<file path="src/rtl/alu_pkg.sv">
package alu_pkg;
  typedef enum logic [3:0] {
    OP_ADD = 4'd0, OP_ADC = 4'd1, OP_SUB = 4'd2, OP_SBC = 4'd3,
    OP_RSB = 4'd4, OP_RSC = 4'd5, OP_MUL = 4'd6, OP_MLA = 4'd7,
    OP_MLS = 4'd8
  } alu_op_e;

  localparam int PSW_W = 32;
  localparam int BIT_N = 31;
  localparam int BIT_Z = 30;
  localparam int BIT_C = 29;
  localparam int BIT_V = 28;
  localparam int BIT_Q = 27;
endpackage

</file>
<file path="src/rtl/alu_addsub.sv">
module alu_addsub
  import alu_pkg::*;
#(
  parameter int DATA_W = 32
) (
  input  logic [3:0]        op_i,
  input  logic [DATA_W-1:0] a_i,
  input  logic [DATA_W-1:0] b_i,
  input  logic              c_i,
  output logic [DATA_W-1:0] sum_o,
  output logic              c_o,
  output logic              v_o,
  output logic              valid_o
);
  logic [DATA_W-1:0] x, y;
  logic              cin;
  logic [DATA_W:0]   full;

  // All six variants reduce to x + y + cin
  always_comb begin
    x = a_i; y = b_i; cin = 1'b0; valid_o = 1'b1;
    case (op_i)
      OP_ADD: cin = 1'b0;
      OP_ADC: cin = c_i;
      OP_SUB: begin y = ~b_i; cin = 1'b1; end
      OP_SBC: begin y = ~b_i; cin = c_i;  end
      OP_RSB: begin x = b_i; y = ~a_i; cin = 1'b1; end
      OP_RSC: begin x = b_i; y = ~a_i; cin = c_i;  end
      default: begin x = '0; y = '0; valid_o = 1'b0; end
    endcase
  end

  assign full  = {1'b0, x} + {1'b0, y} + {{DATA_W{1'b0}}, cin};
  assign sum_o = full[DATA_W-1:0];
  assign c_o   = full[DATA_W];
  assign v_o   = (x[DATA_W-1] == y[DATA_W-1]) && (sum_o[DATA_W-1] != x[DATA_W-1]);

  always_comb begin
    if (!valid_o) assert_idle_zero_R11: assert (sum_o == '0);
  end
endmodule

</file>
<file path="src/rtl/alu_mul.sv">
module alu_mul
  import alu_pkg::*;
#(
  parameter int DATA_W = 32
) (
  input  logic [3:0]        op_i,
  input  logic [DATA_W-1:0] a_i,
  input  logic [DATA_W-1:0] b_i,
  input  logic [DATA_W-1:0] addend_i,
  output logic [DATA_W-1:0] prod_o,
  output logic              valid_o
);
  logic [DATA_W-1:0] low;

  // Truncated product: low word identical for signed and unsigned inputs
  assign low = a_i * b_i;

  always_comb begin
    valid_o = 1'b1;
    case (op_i)
      OP_MUL:  prod_o = low;
      OP_MLA:  prod_o = low + addend_i;
      OP_MLS:  prod_o = addend_i - low;
      default: begin prod_o = '0; valid_o = 1'b0; end
    endcase
  end
endmodule

</file>
<file path="src/rtl/psw_reg.sv">
module psw_reg
  import alu_pkg::*;
#(
  parameter logic [PSW_W-1:0] RST_VAL = 32'h0000_0010
) (
  input  logic             clk_i,
  input  logic             rst_ni,
  input  logic             we_i,
  input  logic [PSW_W-1:0] wdata_i,
  input  logic             upd_nz_i,
  input  logic             upd_cv_i,
  input  logic             n_i,
  input  logic             z_i,
  input  logic             c_i,
  input  logic             v_i,
  output logic [PSW_W-1:0] psw_o
);
  logic [PSW_W-1:0] psw_q;

  always_ff @(posedge clk_i or negedge rst_ni) begin
    if (!rst_ni) psw_q <= RST_VAL;
    else if (we_i) psw_q <= wdata_i;
    else begin
      if (upd_nz_i) begin
        psw_q[BIT_N] <= n_i;
        psw_q[BIT_Z] <= z_i;
      end
      if (upd_cv_i) begin
        psw_q[BIT_C] <= c_i;
        psw_q[BIT_V] <= v_i;
        if (v_i) psw_q[BIT_Q] <= 1'b1;
      end
    end
  end

  assign psw_o = psw_q;

  assert_hold_idle_R7: assert property (@(posedge clk_i) disable iff (!rst_ni)
    (!we_i && !upd_nz_i && !upd_cv_i) |=> $stable(psw_q));
  assert_write_wins_R10: assert property (@(posedge clk_i) disable iff (!rst_ni)
    we_i |=> (psw_q == $past(wdata_i)));
  assert_q_sticky_R9: assert property (@(posedge clk_i) disable iff (!rst_ni)
    (psw_q[BIT_Q] && !we_i) |=> psw_q[BIT_Q]);
  assert_low_bits_kept_R12: assert property (@(posedge clk_i) disable iff (!rst_ni)
    !we_i |=> $stable(psw_q[BIT_Q-1:0]));
endmodule

</file>
<file path="src/rtl/int_alu_psw.sv">
module int_alu_psw
  import alu_pkg::*;
#(
  parameter int                DATA_W  = 32,
  parameter logic [PSW_W-1:0]  PSW_RST = 32'h0000_0010
) (
  input  logic              clk_i,
  input  logic              rst_ni,
  input  logic [3:0]        op_i,
  input  logic [DATA_W-1:0] rn_i,
  input  logic [DATA_W-1:0] rm_i,
  input  logic [DATA_W-1:0] imm_i,
  input  logic              use_imm_i,
  input  logic [DATA_W-1:0] ra_i,
  input  logic              set_flags_i,
  input  logic              psw_we_i,
  input  logic [PSW_W-1:0]  psw_wdata_i,
  output logic [DATA_W-1:0] result_o,
  output logic [PSW_W-1:0]  psw_o
);
  logic [DATA_W-1:0] opb, as_sum, mul_res;
  logic as_c, as_v, as_valid, mul_valid, op_valid;

  assign opb = use_imm_i ? imm_i : rm_i;

  alu_addsub #(.DATA_W(DATA_W)) i_addsub (
    .op_i(op_i), .a_i(rn_i), .b_i(opb), .c_i(psw_o[BIT_C]),
    .sum_o(as_sum), .c_o(as_c), .v_o(as_v), .valid_o(as_valid)
  );

  alu_mul #(.DATA_W(DATA_W)) i_mul (
    .op_i(op_i), .a_i(rn_i), .b_i(rm_i), .addend_i(ra_i),
    .prod_o(mul_res), .valid_o(mul_valid)
  );

  assign op_valid = as_valid | mul_valid;
  assign result_o = as_valid ? as_sum : (mul_valid ? mul_res : '0);

  psw_reg #(.RST_VAL(PSW_RST)) i_psw (
    .clk_i(clk_i), .rst_ni(rst_ni), .we_i(psw_we_i), .wdata_i(psw_wdata_i),
    .upd_nz_i(set_flags_i && op_valid), .upd_cv_i(set_flags_i && as_valid),
    .n_i(result_o[DATA_W-1]), .z_i(result_o == '0), .c_i(as_c), .v_i(as_v),
    .psw_o(psw_o)
  );

  assert_z_tracks_result_R6: assert property (@(posedge clk_i) disable iff (!rst_ni)
    (set_flags_i && op_valid && !psw_we_i) |=> (psw_o[BIT_Z] == ($past(result_o) == '0)));
  assert_n_tracks_result_R6: assert property (@(posedge clk_i) disable iff (!rst_ni)
    (set_flags_i && op_valid && !psw_we_i) |=> (psw_o[BIT_N] == $past(result_o[DATA_W-1])));
  assert_mul_keeps_cvq_R8: assert property (@(posedge clk_i) disable iff (!rst_ni)
    (mul_valid && !psw_we_i) |=> $stable(psw_o[BIT_C:BIT_Q]));
  assert_bad_op_no_flags_R11: assert property (@(posedge clk_i) disable iff (!rst_ni)
    (!op_valid && !psw_we_i) |=> $stable(psw_o));
endmodule

</file>
<file path="config.mk">
export PLATFORM = sky130hd
export DESIGN_NAME = int_alu_psw
export DESIGN_NICKNAME = d
export VERILOG_FILES = /design/src/rtl/alu_pkg.sv /design/src/rtl/alu_addsub.sv /design/src/rtl/alu_mul.sv /design/src/rtl/psw_reg.sv /design/src/rtl/int_alu_psw.sv
export SDC_FILE = /design/constraint.sdc
export NUM_CORES = 1
export LEC_CHECK = 0
export ABC_AREA = 1
export CAP_MARGIN = 20
export CORE_MARGIN = 2
export CORE_UTILIZATION = 45
export DETAILED_ROUTE_END_ITERATION = 12
export GPL_ROUTABILITY_DRIVEN = 0
export PLACE_DENSITY = 0.65
export SYNTH_ARGS = -nofsm -noshare
export SYNTH_HDL_FRONTEND = slang
export SYNTH_SLANG_ARGS = --single-unit
</file>
<file path="constraint.sdc">
create_clock -name clk_i -period 12.4 [get_ports clk_i]
set_clock_uncertainty 0.05 [all_clocks]
set_input_delay 1.24 -clock clk_i [delete_from_list [all_inputs] [get_ports clk_i]]
set_output_delay 1.24 -clock clk_i [all_outputs]
set_load 0.005 [all_outputs]
</file>
==> metrics.md, run 1 <==
| Metric | Value |
|---|---|
| Share of cells above drive strength 1 | 5.26% |
| CP Max Fanout | 14 |
| Yosys cell types | 60 |
| Placed wire-length estimate | 66200 um |
| I/O Buffers | 232 |
| Vias in the first global route | 22800 |
| Crit path max-delay family | adder cells |
| Num ports | 233 |
| Total CTS buffers | 5 |
| Global Route Usage Sum | 28.3% |
| Worst Tran Pin Value | 1.11 ns |
| Syn Area/Cell | 6.80 um2 |
| Main synth FF type | dfrtp_1 |
| # fillers | 5361 |
| Final hold violation count | 0 |
| Worst slew margin | 26.3% |
| DRT iter0 DRCs | 1882 |
| Via count | 22800 |
| Most used cell, CP | nand2_1 |
| Synth area leaders | fa_1 34%, nand2_1 18%, inv_1 12% |
| Nets | 4491 |
| Hold Path Class | register to register |
| Die area | 55400 um2 |
| Largest net degree at the start of global routing | 67 |
| Worst hold slack | 0.411 ns |
| Count leader, synth | nand2_1 |
| DRC violation count after routing | 0 |
| Die height | 235 um |
| Sequential element share of the synthesized area | 3.33% |
| Final setup viols | 0 |
| Routed WL | 77200 um |
| Worst Path Buf+Inv | 10 |
| # rows | 84 |
| Setup TNS | 0 ns |
| Synth top area share | 34.2% |
| Post-layout util | 52.6% |
| Pre-antenna DRT Iters | 6 |
| Count of pins over their slew limit | 0 |
| Cells after Synth | 3543 |
| Synth cell count leaders | 1144 x nand2_1, 781 x inv_1, 411 x fa_1 |
| Yosys warnings | 0 |
| First-pass GRT wire length | 124000 um |
| Largest register FFs | 32 |
| Data arrival time of the worst path | 10.66 ns |
| # H-tree levels | 2 |
| Number of synthesized flops with an enable pin | 0 |
| Core area | 52800 um2 |
| Status | complete, no violations |
| Max clock buf depth | 2 |
| Area occupied by multi-input gates | 19700 um2 |
| Clk sink count | 32 |
| Max Fclk | 83.7 MHz |
| Reg2Reg Setup Slack | 8.70 ns |
| CP required | 11.11 ns |
| CTS root buffer | clkbuf_16 |
| Fin crit share | 96.4% |
| Die Wd | 235 um |
| Gr ovfl total | 0 |
| Setup CP Type | input port to primary output |
| Inst Count DP | 4403 |
| Post-Synthesis Cell Area | 24100 um2 |
| Syn nets | 4309 |
| CTS tree | yes |
| Setup crit start kind | input port |
| Routed vias/inst | 5.15 |
| Clk_lat worst skew | 0.28 ns |
| CP max stage delay | 0.89 ns |
| Min cycle time layout | 11.95 ns |
| Biggest area consumer among synthesized cells | fa_1 |
| Routed wire per std cell | 17.5 um |
| Slowest-stage cell, CP | clkdlybuf4s50_1 |
| Async SR Flop Fraction | 100% |
| Initial Util | 45.6% |
| Synth Register Bits | 32 |
| Final cell count without fillers | 4415 |
| Initial antenna violation count | 2 |
| Reg clk slew, reported paths | 0.05 ns |
| Nature of the critical path endpoint | primary output |
| Area grow syn2layout | 15.4% |
| Max cap viols | 0 |
| Hold buffers post-CTS | 0 |
| Remaining antenna violation count | 0 |
| Reg area | 802 um2 |
-- timing repair --
action | 4_1_cts | 5_1_grt
endpoints found under the setup margin | 0 | 8
setup buffers | 0 | 1
resized for setup | 0 | 39
-- through the flow --
stage	setup slack, ns	instance area (um2)
after floorplan	1.88	24100
after global placement	0.183	27400
after detailed placement	0.224	27400
after CTS	0.176	27600
after global routing	-0.0357	27800
final	0.451	27800
-- layout make-up --
type | instances | share of cell area, %
Sequential cell | 32 | 2.89
Clock buffer | 7 | 0.550
Antenna cell | 2 | 0.0180
Multi-Input combinational cell | 2554 | 71.0
Timing Repair Buffer | 328 | 11.6
Inverter | 804 | 10.9
Tap cell | 688 | 3.10
-- routing by layer --
metal / wire length, um / vias to the layer above / GRT usage (%)
li1: - / 11000 / -
met5: 0 / - / 0
met2: 36100 / 809 / 47.3
met1: 32700 / 10900 / 37.5
met3: 5790 / 109 / 4.44
met4: 2640 / 0 / 9.36
-- cell families after synthesis --
group	Yosys count	synth area share, %
xor gates and xnor gates	59	2.18
AOI/OAI and AO/OA	319	7.82
muxes	32	1.33
DFF	32	3.33
buffers and inverters	957	15.1
adders and majority gates	597	43.8
and+or+nand+nor	1547	26.4
-- worst paths after layout --
kind | from | to | cells past startpoint
max | rm_i[19] | result_o[31] | 42
min | i_psw.psw_o[4] | i_psw.psw_o[4] | 2
max reg2reg | i_psw.psw_o[29] | i_psw.psw_o[30] | 20
min reg2reg | i_psw.psw_o[4] | i_psw.psw_o[4] | 2
max in group asynchronous | rst_ni | i_psw.psw_o[4] | 2
min in group asynchronous | rst_ni | i_psw.psw_o[18] | 2
-- placed cells by master, fill, tap and decap left out, types with 4 or more instances in the layout --
cell type	n
a21oi_2	4
o21ai_2	4
xnor2_1	9
nand3_1	138
and3_1	4
nand2_2	9
inv_2	20
nor2_1	140
a21oi_1	119
o211ai_1	10
nand3b_1	13
dfrtp_1	31
xor2_1	49
o31ai_1	5
nand4_1	22
or2_2	19
buf_4	81
buf_12	8
clkdlybuf4s50_1	211
mux2i_1	32
a21o_1	7
clkbuf_16	5
clkinv_1	4
o21ai_1	9
o221ai_1	34
nor2_2	9
or2_1	4
o21ai_0	101
nor3_1	18
dlymetal6s2s_1	19
nand2_1	1143
ha_1	184
o21bai_1	7
nor2_4	4
nor3_2	8
inv_1	780
a21boi_0	4
fa_1	411
buf_6	6
-- tightest hold or removal path, cell delays in order, from the launching register on --
cell and delay [ns]:
dfstp_2 0.36, nand2_1 0.05, nand2_1 0.04
Power of run 1 is left out: the tool's default activity adds up to more than one toggle a clock period on the data nets, which glitch-free logic cannot reach.
==> inputs of run 2 (changes only) <==
- REMOVE_ABC_BUFFERS: unset -> 1
- TNS_END_PERCENT: unset -> 100
==> run 2 against run 1 <==
Global-route usage fell by 0.093 points. Critical path depth rose by 3. Sequential cell count unchanged. Wire length decreased by 1.3%. Setup slack got worse by 0.0051 ns. Critical endpoint unchanged. Largest cell class unchanged.
==> metrics.md, run 2 (synthesized netlist as in run 1, its figures left out) <==
| Metric | Value |
|---|---|
| Status | complete, no violations |
| Commonest non-fill, non-tap cell in the layout | nand2_1 |
| Slowest-stage cell, CP | clkdlybuf4s50_1 |
| CP Max Fanout | 18 |
| Remaining antenna violation count | 0 |
| Stages on worst setup path | 45 |
| Most frequent cells in the layout | 1143 x nand2_1, 781 x inv_1, 411 x fa_1, 201 x clkdlybuf4s50_1, 186 x ha_1 |
| Hold Path Class | register to register |
| Nets | 4470 |
| DRC violation count after routing | 0 |
| Final hold violation count | 0 |
| Final setup viols | 0 |
| Total CTS buffers | 5 |
| Num ports | 233 |
| Worst slew margin | 36.7% |
| Pre-antenna DRT Iters | 6 |
| Count of pins over their slew limit | 0 |
| Clk sink count | 32 |
| Setup TNS | 0 ns |
| CTS root buffer | clkbuf_16 |
| Largest net degree at the start of global routing | 67 |
| Routed vias/inst | 5.17 |
| Area grow syn2layout | 14.2% |
| # H-tree levels | 2 |
| Via count | 22700 |
| Final instance area | 27500 um2 |
| Placed wire-length estimate | 65500 um |
| Most used cell, CP | nand2_1 |
| Min-delay src | i_psw.psw_o[4] |
| R2R cell count | 21 |
| Global Route Usage Sum | 28.2% |
| Die area | 55400 um2 |
| Clk_lat worst skew | 0.27 ns |
| Setup bufs post-CTS | 0 |
| First-pass GRT wire length | 125000 um |
| Share of cells above drive strength 1 | 4.56% |
| Max cap viols | 0 |
| Post-place instance area | 27200 um2 |
| Critical Path Source | rn_i[16] |
| CTS tree | yes |
| # fillers | 5291 |
| Vias in the first global route | 22700 |
| CP max stage delay | 0.67 ns |
| Crit path max-delay family | adder cells |
| Reg clk slew, reported paths | 0.06 ns |
| DRT iter0 DRCs | 1935 |
| Setup CP Type | input port to primary output |
| Initial antenna violation count | 2 |
| Largest register FFs | 32 |
| Reg area | 802 um2 |
| CP required | 11.11 ns |
| Routed wire per std cell | 17.3 um |
| Inst Count DP | 4385 |
| # rows | 84 |
| Worst Path Buf+Inv | 12 |
| Core area | 52800 um2 |
| Fin crit share | 96.4% |
| Max Fclk | 83.7 MHz |
| Min cycle time layout | 11.95 ns |
| Reg-to-Reg Start | i_psw.psw_o[29] |
| Data arrival time of the worst path | 10.66 ns |
| Gr ovfl total | 0 |
| Max clock buf depth | 2 |
| Area occupied by multi-input gates | 19700 um2 |
| Worst Tran Pin Value | 0.948 ns |
| Hold depth | 2 |
| Worst hold slack | 0.409 ns |
| Final cell count without fillers | 4393 |
| Nature of the critical path endpoint | primary output |
| Initial Util | 45.6% |
| Routed WL | 76200 um |
| Die height | 235 um |
| Die Wd | 235 um |
| I/O Buffers | 232 |
| Setup crit start kind | input port |
| Antenna diodes | 0 |
==> run 2: timing repair <==
action,in CTS,in global routing
hold buffers,0,0
gates resized for setup,0,40
setup endpoints to repair,0,6
==> run 2: routing by layer <==
metal / vias up / routed length [um] / GRT usage (%)
li1: 10900 / - / -
met1: 10900 / 35300 / 41.7
met2: 832 / 34100 / 45.9
met3: 65 / 5700 / 2.94
met4: 4 / 1060 / 3.22
met5: - / 25 / 0
==> run 2: worst reg2reg max path: stages, from the launching register on <==
cell,delay (ns)
dfrtp_1,0.40
a31o_2,0.26
fa_1,0.46
inv_1,0.15
fa_1,0.22
nand3b_1,0.11
nand2_1,0.17
nand2_1,0.11
nand2_1,0.09
o21ai_0,0.16
a21oi_1,0.08
nor2_1,0.25
nand3_1,0.11
nor2_1,0.24
nand4_1,0.14
nor2_1,0.11
nand3_1,0.08
nor2_1,0.11
nand4_1,0.09
nor2_1,0.15
nand4_1,0.11
nand2_1,0.07
==> run 2: per-stage QoR <==
stage | worst slack (ns) | utilization (%)
6_report | 0.446 | 52.1
5_1_grt | -0.0532 | 52.1
4_1_cts | 0.0927 | 51.9
3_5_place_dp | 0.142 | 51.6
3_3_place_gp | 0.187 | 51.6
2_1_floorplan | 2.54 | -
==> run 2: path summary, 6_finish.rpt <==
path / to / slack [ns]
worst max-delay path: result_o[31] / 0.45
worst min-delay path: i_psw.psw_o[4] / 0.41
min in group asynchronous: i_psw.psw_o[22] / 1.31
worst min register to register: i_psw.psw_o[4] / 0.41
worst max register to register: i_psw.psw_o[30] / 8.60
max in group asynchronous: i_psw.psw_o[4] / 10.67
==> run 2: area by class of cell <==
| cell class | count | share of cell area (%) |
|---|---|---|
| Multi-Input combinational cell | 2554 | 71.6 |
| Inverter | 804 | 11.0 |
| Timing Repair Buffer | 307 | 10.8 |
| Tap cell | 688 | 3.13 |
| Sequential cell | 32 | 2.92 |
| Clock buffer | 5 | 0.455 |
| Clock inverter | 3 | 0.155 |
Power of run 2 is left out for the same reason.
